<file path="src/rtl/dcd_pkg.sv">
package dcd_pkg;

    typedef enum logic [2:0] {
        CMD_DES = 3'd0,
        CMD_NOP = 3'd1,
        CMD_ACT = 3'd2,
        CMD_RD  = 3'd3,
        CMD_WR  = 3'd4,
        CMD_PRE = 3'd5,
        CMD_REF = 3'd6,
        CMD_MRS = 3'd7
    } cmd_e;

    typedef enum logic [1:0] {
        BL_FIX8 = 2'd0,
        BL_OTF  = 2'd1,
        BL_FIX4 = 2'd2,
        BL_RSV  = 2'd3
    } blmode_e;

    // opcode on {addr[16],addr[15],addr[14]} while act_n is high
    localparam logic [2:0] OP_MRS = 3'b000;
    localparam logic [2:0] OP_REF = 3'b001;
    localparam logic [2:0] OP_PRE = 3'b010;
    localparam logic [2:0] OP_RSV = 3'b011;
    localparam logic [2:0] OP_WR  = 3'b100;
    localparam logic [2:0] OP_RD  = 3'b101;
    localparam logic [2:0] OP_ZQ  = 3'b110;
    localparam logic [2:0] OP_NOP = 3'b111;

    localparam int OP_HI   = 16;
    localparam int OP_LO   = 14;
    localparam int AP_BIT  = 10;
    localparam int BC_BIT  = 12;
    localparam int MRS_OPW = 14;

    localparam logic [2:0] IDX_BURST = 3'd0;
    localparam logic [2:0] IDX_MPR   = 3'd3;

endpackage

</file>
<file path="src/rtl/dcd_mode_regs.sv">
module dcd_mode_regs
    import dcd_pkg::*;
#(
    parameter int IDX_W = 3,
    parameter int CFG_W = 3
) (
    input  logic             clk,
    input  logic             rst_n,
    input  logic             cfg_we,
    input  logic [IDX_W-1:0] cfg_idx,
    input  logic [CFG_W-1:0] cfg_val,
    output blmode_e          bl_mode,
    output logic             mpr_en
);

    always_ff @(posedge clk or negedge rst_n) begin
        if (!rst_n) begin
            bl_mode <= BL_FIX8;
            mpr_en  <= 1'b0;
        end else if (cfg_we) begin
            if (cfg_idx == IDX_BURST) bl_mode <= blmode_e'(cfg_val[1:0]);
            if (cfg_idx == IDX_MPR)   mpr_en  <= cfg_val[2];
        end
    end

    // write to the multi-purpose index lands on the next edge
    p_mpr_write_r9: assert property (@(posedge clk) disable iff (!rst_n)
        (cfg_we && cfg_idx == IDX_MPR) |=> (mpr_en == $past(cfg_val[2])));

    // writes elsewhere leave the shadow untouched
    p_other_idx_r9: assert property (@(posedge clk) disable iff (!rst_n)
        (!cfg_we || (cfg_idx != IDX_MPR && cfg_idx != IDX_BURST))
        |=> ($stable(mpr_en) && $stable(bl_mode)));

endmodule

</file>
<file path="src/rtl/dcd_classify.sv">
module dcd_classify
    import dcd_pkg::*;
#(
    parameter int ADDR_W = 17,
    parameter int COL_W  = 10,
    parameter int BG_W   = 2,
    parameter int BA_W   = 2
) (
    input  logic              cs_n,
    input  logic              act_n,
    input  logic [ADDR_W-1:0] addr,
    input  logic [BG_W-1:0]   bg_in,
    input  logic [BA_W-1:0]   ba_in,
    input  blmode_e           bl_mode,
    input  logic              mpr_en,
    output cmd_e              kind,
    output logic [ADDR_W-1:0] row,
    output logic [COL_W-1:0]  col,
    output logic [BG_W-1:0]   bg,
    output logic [BA_W-1:0]   ba,
    output logic              auto_pre,
    output logic              burst_chop,
    output logic              mpr_hit
);

    logic [2:0] opcode;
    logic       chop_sel;

    assign opcode = addr[OP_HI:OP_LO];

    always_comb begin
        unique case (bl_mode)
            BL_OTF:  chop_sel = addr[BC_BIT];
            BL_FIX4: chop_sel = 1'b1;
            default: chop_sel = 1'b0;
        endcase
    end

    always_comb begin
        kind       = CMD_NOP;
        row        = '0;
        col        = '0;
        bg         = '0;
        ba         = '0;
        auto_pre   = 1'b0;
        burst_chop = 1'b0;
        mpr_hit    = 1'b0;
        if (cs_n) begin
            kind = CMD_DES;
        end else if (!act_n) begin
            kind = CMD_ACT;
            row  = addr;
            bg   = bg_in;
            ba   = ba_in;
        end else begin
            unique case (opcode)
                OP_WR, OP_RD: begin
                    kind       = (opcode == OP_WR) ? CMD_WR : CMD_RD;
                    col        = addr[COL_W-1:0];
                    bg         = bg_in;
                    ba         = ba_in;
                    auto_pre   = addr[AP_BIT];
                    burst_chop = chop_sel;
                    mpr_hit    = mpr_en;
                end
                OP_PRE: begin
                    kind = CMD_PRE;
                    bg   = bg_in;
                    ba   = ba_in;
                end
                OP_REF: kind = CMD_REF;
                OP_MRS: begin
                    kind               = CMD_MRS;
                    bg                 = bg_in;
                    ba                 = ba_in;
                    row[MRS_OPW-1:0]   = addr[MRS_OPW-1:0];
                end
                OP_NOP, OP_ZQ, OP_RSV: kind = CMD_NOP;
                default: kind = CMD_NOP;
            endcase
        end
    end

endmodule

</file>
<file path="src/rtl/dram_cmd_decoder.sv">
module dram_cmd_decoder
    import dcd_pkg::*;
#(
    parameter int ADDR_W = 17,
    parameter int COL_W  = 10,
    parameter int BG_W   = 2,
    parameter int BA_W   = 2,
    parameter int IDX_W  = 3,
    parameter int CFG_W  = 3
) (
    input  logic              clk,
    input  logic              rst_n,
    input  logic              cke,
    input  logic              cs_n,
    input  logic              act_n,
    input  logic [ADDR_W-1:0] addr,
    input  logic [BG_W-1:0]   bg_in,
    input  logic [BA_W-1:0]   ba_in,
    input  logic              cfg_we,
    input  logic [IDX_W-1:0]  cfg_idx,
    input  logic [CFG_W-1:0]  cfg_val,
    output logic              cmd_vld,
    output logic [2:0]        cmd_type,
    output logic [ADDR_W-1:0] row,
    output logic [COL_W-1:0]  col,
    output logic [BG_W-1:0]   bg,
    output logic [BA_W-1:0]   ba,
    output logic              auto_pre,
    output logic              burst_chop,
    output logic              mpr_hit
);

    blmode_e           bl_mode;
    logic              mpr_en;
    cmd_e              d_kind;
    logic [ADDR_W-1:0] d_row;
    logic [COL_W-1:0]  d_col;
    logic [BG_W-1:0]   d_bg;
    logic [BA_W-1:0]   d_ba;
    logic              d_ap;
    logic              d_bc;
    logic              d_mpr;

    dcd_mode_regs #(.IDX_W(IDX_W), .CFG_W(CFG_W)) u_mode (
        .clk     (clk),
        .rst_n   (rst_n),
        .cfg_we  (cfg_we),
        .cfg_idx (cfg_idx),
        .cfg_val (cfg_val),
        .bl_mode (bl_mode),
        .mpr_en  (mpr_en)
    );

    dcd_classify #(.ADDR_W(ADDR_W), .COL_W(COL_W), .BG_W(BG_W), .BA_W(BA_W)) u_cls (
        .cs_n       (cs_n),
        .act_n      (act_n),
        .addr       (addr),
        .bg_in      (bg_in),
        .ba_in      (ba_in),
        .bl_mode    (bl_mode),
        .mpr_en     (mpr_en),
        .kind       (d_kind),
        .row        (d_row),
        .col        (d_col),
        .bg         (d_bg),
        .ba         (d_ba),
        .auto_pre   (d_ap),
        .burst_chop (d_bc),
        .mpr_hit    (d_mpr)
    );

    always_ff @(posedge clk or negedge rst_n) begin
        if (!rst_n) begin
            cmd_vld    <= 1'b0;
            cmd_type   <= 3'd0;
            row        <= '0;
            col        <= '0;
            bg         <= '0;
            ba         <= '0;
            auto_pre   <= 1'b0;
            burst_chop <= 1'b0;
            mpr_hit    <= 1'b0;
        end else if (cke) begin
            cmd_vld    <= 1'b1;
            cmd_type   <= d_kind;
            row        <= d_row;
            col        <= d_col;
            bg         <= d_bg;
            ba         <= d_ba;
            auto_pre   <= d_ap;
            burst_chop <= d_bc;
            mpr_hit    <= d_mpr;
        end else begin
            cmd_vld    <= 1'b0;
        end
    end

    // no sampling while clock enable is low
    p_cke_hold_r1: assert property (@(posedge clk) disable iff (!rst_n)
        !cke |=> (!cmd_vld && $stable(cmd_type) && $stable(row) && $stable(col)));

    // deselect masks every other pin
    p_deselect_r2: assert property (@(posedge clk) disable iff (!rst_n)
        (cke && cs_n) |=> (cmd_vld && cmd_type == 3'd0 && row == '0 && col == '0
                           && !auto_pre && !burst_chop && !mpr_hit));

    // activate takes the full bus as row
    p_act_row_r3: assert property (@(posedge clk) disable iff (!rst_n)
        (cke && !cs_n && !act_n) |=> (cmd_type == 3'd2 && row == $past(addr)
                                      && bg == $past(bg_in) && ba == $past(ba_in)));

    // read column and auto-precharge follow the pins
    p_read_col_r5: assert property (@(posedge clk) disable iff (!rst_n)
        (cke && !cs_n && act_n && addr[OP_HI:OP_LO] == OP_RD)
        |=> (cmd_type == 3'd3 && col == $past(addr[COL_W-1:0])
             && auto_pre == $past(addr[AP_BIT]) && row == '0));

    // flags only on column commands
    p_flags_r7: assert property (@(posedge clk) disable iff (!rst_n)
        (cmd_type != 3'd3 && cmd_type != 3'd4) |-> (!auto_pre && !burst_chop && !mpr_hit));

endmodule

</file>
<file path="config.mk">
export PLATFORM = sky130hd
export DESIGN_NAME = dram_cmd_decoder
export DESIGN_NICKNAME = d
export VERILOG_FILES = /design/src/rtl/dcd_pkg.sv /design/src/rtl/dcd_mode_regs.sv /design/src/rtl/dcd_classify.sv /design/src/rtl/dram_cmd_decoder.sv
export SDC_FILE = /design/constraint.sdc
export NUM_CORES = 1
export LEC_CHECK = 0
export ABC_AREA = 1
export BUFFER_PORTS_ARGS = -buffer_cell sky130_fd_sc_hd__buf_2
export CELL_PAD_IN_SITES_DETAIL_PLACEMENT = 0
export CELL_PAD_IN_SITES_GLOBAL_PLACEMENT = 1
export CORE_MARGIN = 2
export CORE_UTILIZATION = 25
export CTS_CLUSTER_SIZE = 12
export DETAILED_ROUTE_END_ITERATION = 8
export PLACE_DENSITY = 0.64
export SYNTH_ARGS = -nofsm -noshare
export SYNTH_HDL_FRONTEND = slang
export SYNTH_HIERARCHICAL = 1
export SYNTH_SLANG_ARGS = --single-unit
</file>
<file path="constraint.sdc">
create_clock -name clk -period 1.17 [get_ports clk]
set_input_delay 0.1755 -clock clk [delete_from_list [all_inputs] [get_ports clk]]
set_output_delay 0.1755 -clock clk [all_outputs]
set_load 0.02 [all_outputs]
</file>
==> metrics.txt <==
status finished, final reports clean; Finished Cell Area ~0.0026 mm2; sequential element share of the synthesized area 0.506; placed cell count about 440; post-synthesis sequential element count 41; die height between 90 and 100 um; area grow syn2layout 29.5%; largest net degree at the start of global routing 42; fin crit share 0.928; combinational power share 0.166; post-synthesis mux area share 0; via count about 1800; Switch Pwr around 950 uW; syn_area_per_cell 7.50 um2; total gr overflow 0; Final Hold Viols 0; post-synth cell types 17; Via density between 4 and 5; CTS H-tree lvls 2; # rows 32; post-route minimum period about 1.1 ns; Filler Cells Inserted 877; Least-Margin Pin Slew 0.360 ns; first-pass GRT wire length 8.53 mm; Pins Over Slew Limit 0; Routed Antenna Nets 0; fin cells between 400 and 500; DRT Pass-1 Iters 4; DP Area about 0.0025 mm2; CP endpoint kind register; class of the worst hold path primary input to register; Num Clock Sinks 41; fmax just over 900 MHz; gpl congestion ~0.79; sequential cell area ~0.0010 mm2; Clk pwr share 0.362; antenna violations before repair 0; DRT iter0 DRCs 63; io pins slightly above 70; post-synthesis adder-cell area fraction 0.0124; Post-DP HPWL 3.62 mm; WL final 5.19 mm; Synth Area in XOR/XNOR 0; ANT cells 0; synthesized area ~0.0020 mm2; Sequential Power Share 0.472; largest family of logic cells by synthesized area simple AND/OR/NAND/NOR gates; Peak supply drop around 0.43 mV; Synth Area in Simple Gates 0.358; CTS clk-pin slew, worst paths about 0.09 ns; Synth Area in Compound Gates 0.0130; CTS buffer count 5; root buffer cell clkbuf_8; Post-Synthesis Cells 270; IO buf count 70; Die Wd between 90 and 100 um; vias in the first global route between 1500 and 2000; internal power around 2300 uW; Worst EP required 1.41 ns; Post-route DRC 0; total core area 0.00781 mm2; Pleak roughly 0.0016 uW; yosys warns 6; clk_lat worst skew 0.29 ns; CP max FO 3; Max Cap Viol 0; area taken by multi-input logic gates roughly 790 um2; Overall Global Routing Usage 0.126; CTS tree done; clk buf depth 2; Total Die Area roughly 0.0088 mm2; WL/cell 11.6 um; commonest non-fill, non-tap cells in the layout nand2_1 (129), buf_2 (70), dfrtp_1 (41); Worst Path Arrival ~1.3 ns; Slew HR 0.759; clk_skew between 0.003 and 0.004 ns; crit path kind register to register; PwrDens 1250 mW/mm2; syn_nets 305; Final nets 380; commonest non-fill, non-tap cell in the layout nand2_1; layout cell share with drive strength beyond 1 0.303; CP startpoint kind register; final core utilization 0.336; Sw Ratio 0.288; Setup-failing EPs final 0; Starting Density 0.259
## state kept, by name, indices dropped and copies added, names as in the netlist
| signal | flops |
|---|---|
| cmd_vld | 1 |
| mpr_hit | 1 |
| bg | 2 |
| burst_chop | 1 |
| ba | 2 |
| row | 17 |
| col | 10 |
| u_mode/bl_mode | 2 |
| auto_pre | 1 |
| u_mode/mpr_en | 1 |
| cmd_type | 3 |
## synth_stat cells
| cell | n | area, um2 |
|---|---|---|
| nor3_1 | 3 | 15.0 |
| ha_1 | 2 | 25.0 |
| nand3_1 | 6 | 30.0 |
| a21oi_2 | 1 | 8.76 |
| buf_6 | 6 | 67.6 |
| nor2_1 | 26 | 97.6 |
| inv_1 | 31 | 116 |
| buf_4 | 3 | 22.5 |
| buf_2 | 1 | 5.00 |
| a21oi_1 | 2 | 10.0 |
| nor2_4 | 1 | 11.3 |
| dfrtp_1 | 41 | 1030 |
| nand2_1 | 129 | 484 |
| nand2_2 | 3 | 18.8 |
| nor2_2 | 11 | 68.8 |
| o21a_1 | 1 | 7.51 |
| inv_2 | 3 | 11.3 |
## final timing paths
check,startpoint,to,slack (ns),cells after the start
max reg2reg,u_mode/bl_mode[0],burst_chop,0.08,7
max,u_mode/bl_mode[0],burst_chop,0.08,7
max in group asynchronous,rst_n,col[3],0.59,3
min,cfg_val[2],u_mode/mpr_en,0.11,3
min reg2reg,row[5],row[5],0.47,2
min in group asynchronous,rst_n,row[7],0.38,3
## cells by family (layout without fill, tap and decap cells)
| logic type | after synthesis | count (layout) |
|---|---|---|
| and+or+nand+nor | 179 | 179 |
| buffers and inverters | 44 | 120 |
| DFF | 41 | 41 |
| AOI/OAI and AO/OA | 4 | 4 |
| adders and majority gates | 2 | 2 |
## metrics by stage
stage	power, uW	worst slack [ns]	hold slack, ns	setup TNS, ns
finish	3280	0.0839	0.109	0
global route	3490	-0.00419	0.116	-0.00419
CTS	3330	0.0523	0.0962	0
detailed placement	2110	0.0197	0.176	0
global placement	2110	0.0523	0.169	0
floorplan	1890	0.161	-0.120	0
## power groups by stage
| stage | Sequential [uW] | Clock (uW) | Combinational [uW] |
|---|---|---|---|
| floorplan | 1650 | 0 | 238 |
| global placement | 1580 | 0 | 533 |
| detailed placement | 1580 | 0 | 537 |
| CTS | 1550 | 1240 | 539 |
| global route | 1560 | 1310 | 620 |
| finish | 1550 | 1190 | 546 |
## routing by layer
layer,part of all wire,vias up,global-route usage
met5,0,-,0
met3,0.044,6,0.0321
met4,0.012,0,0.0362
li1,-,937,-
met1,0.48,834,0.163
met2,0.47,41,0.207
## timing repair
action / in CTS / in global routing
hold buffers: 1 / 0
endpoints found under the setup margin: 0 / 1
gates resized for setup: 0 / 1
endpoints found under the hold margin: 41 / 0
setup buffers: 0 / 1
## layout make-up
class,count,share of cell area
Clock buffer,5,0.0262
Clock inverter,3,0.0176
Inverter,34,0.0486
Multi-Input combinational cell,185,0.301
Sequential cell,41,0.391
Tap cell,102,0.0486
Timing Repair Buffer,78,0.167
## critical path, stage by stage (launching register included)
cell and delay (ns):
dfrtp_1 0.40, inv_1 0.10, ha_4 0.20, inv_1 0.05, nand3_1 0.07, nor2_1 0.10
nand2_1 0.06, nand2_1 0.06
(Power assumes the default switching activity.)
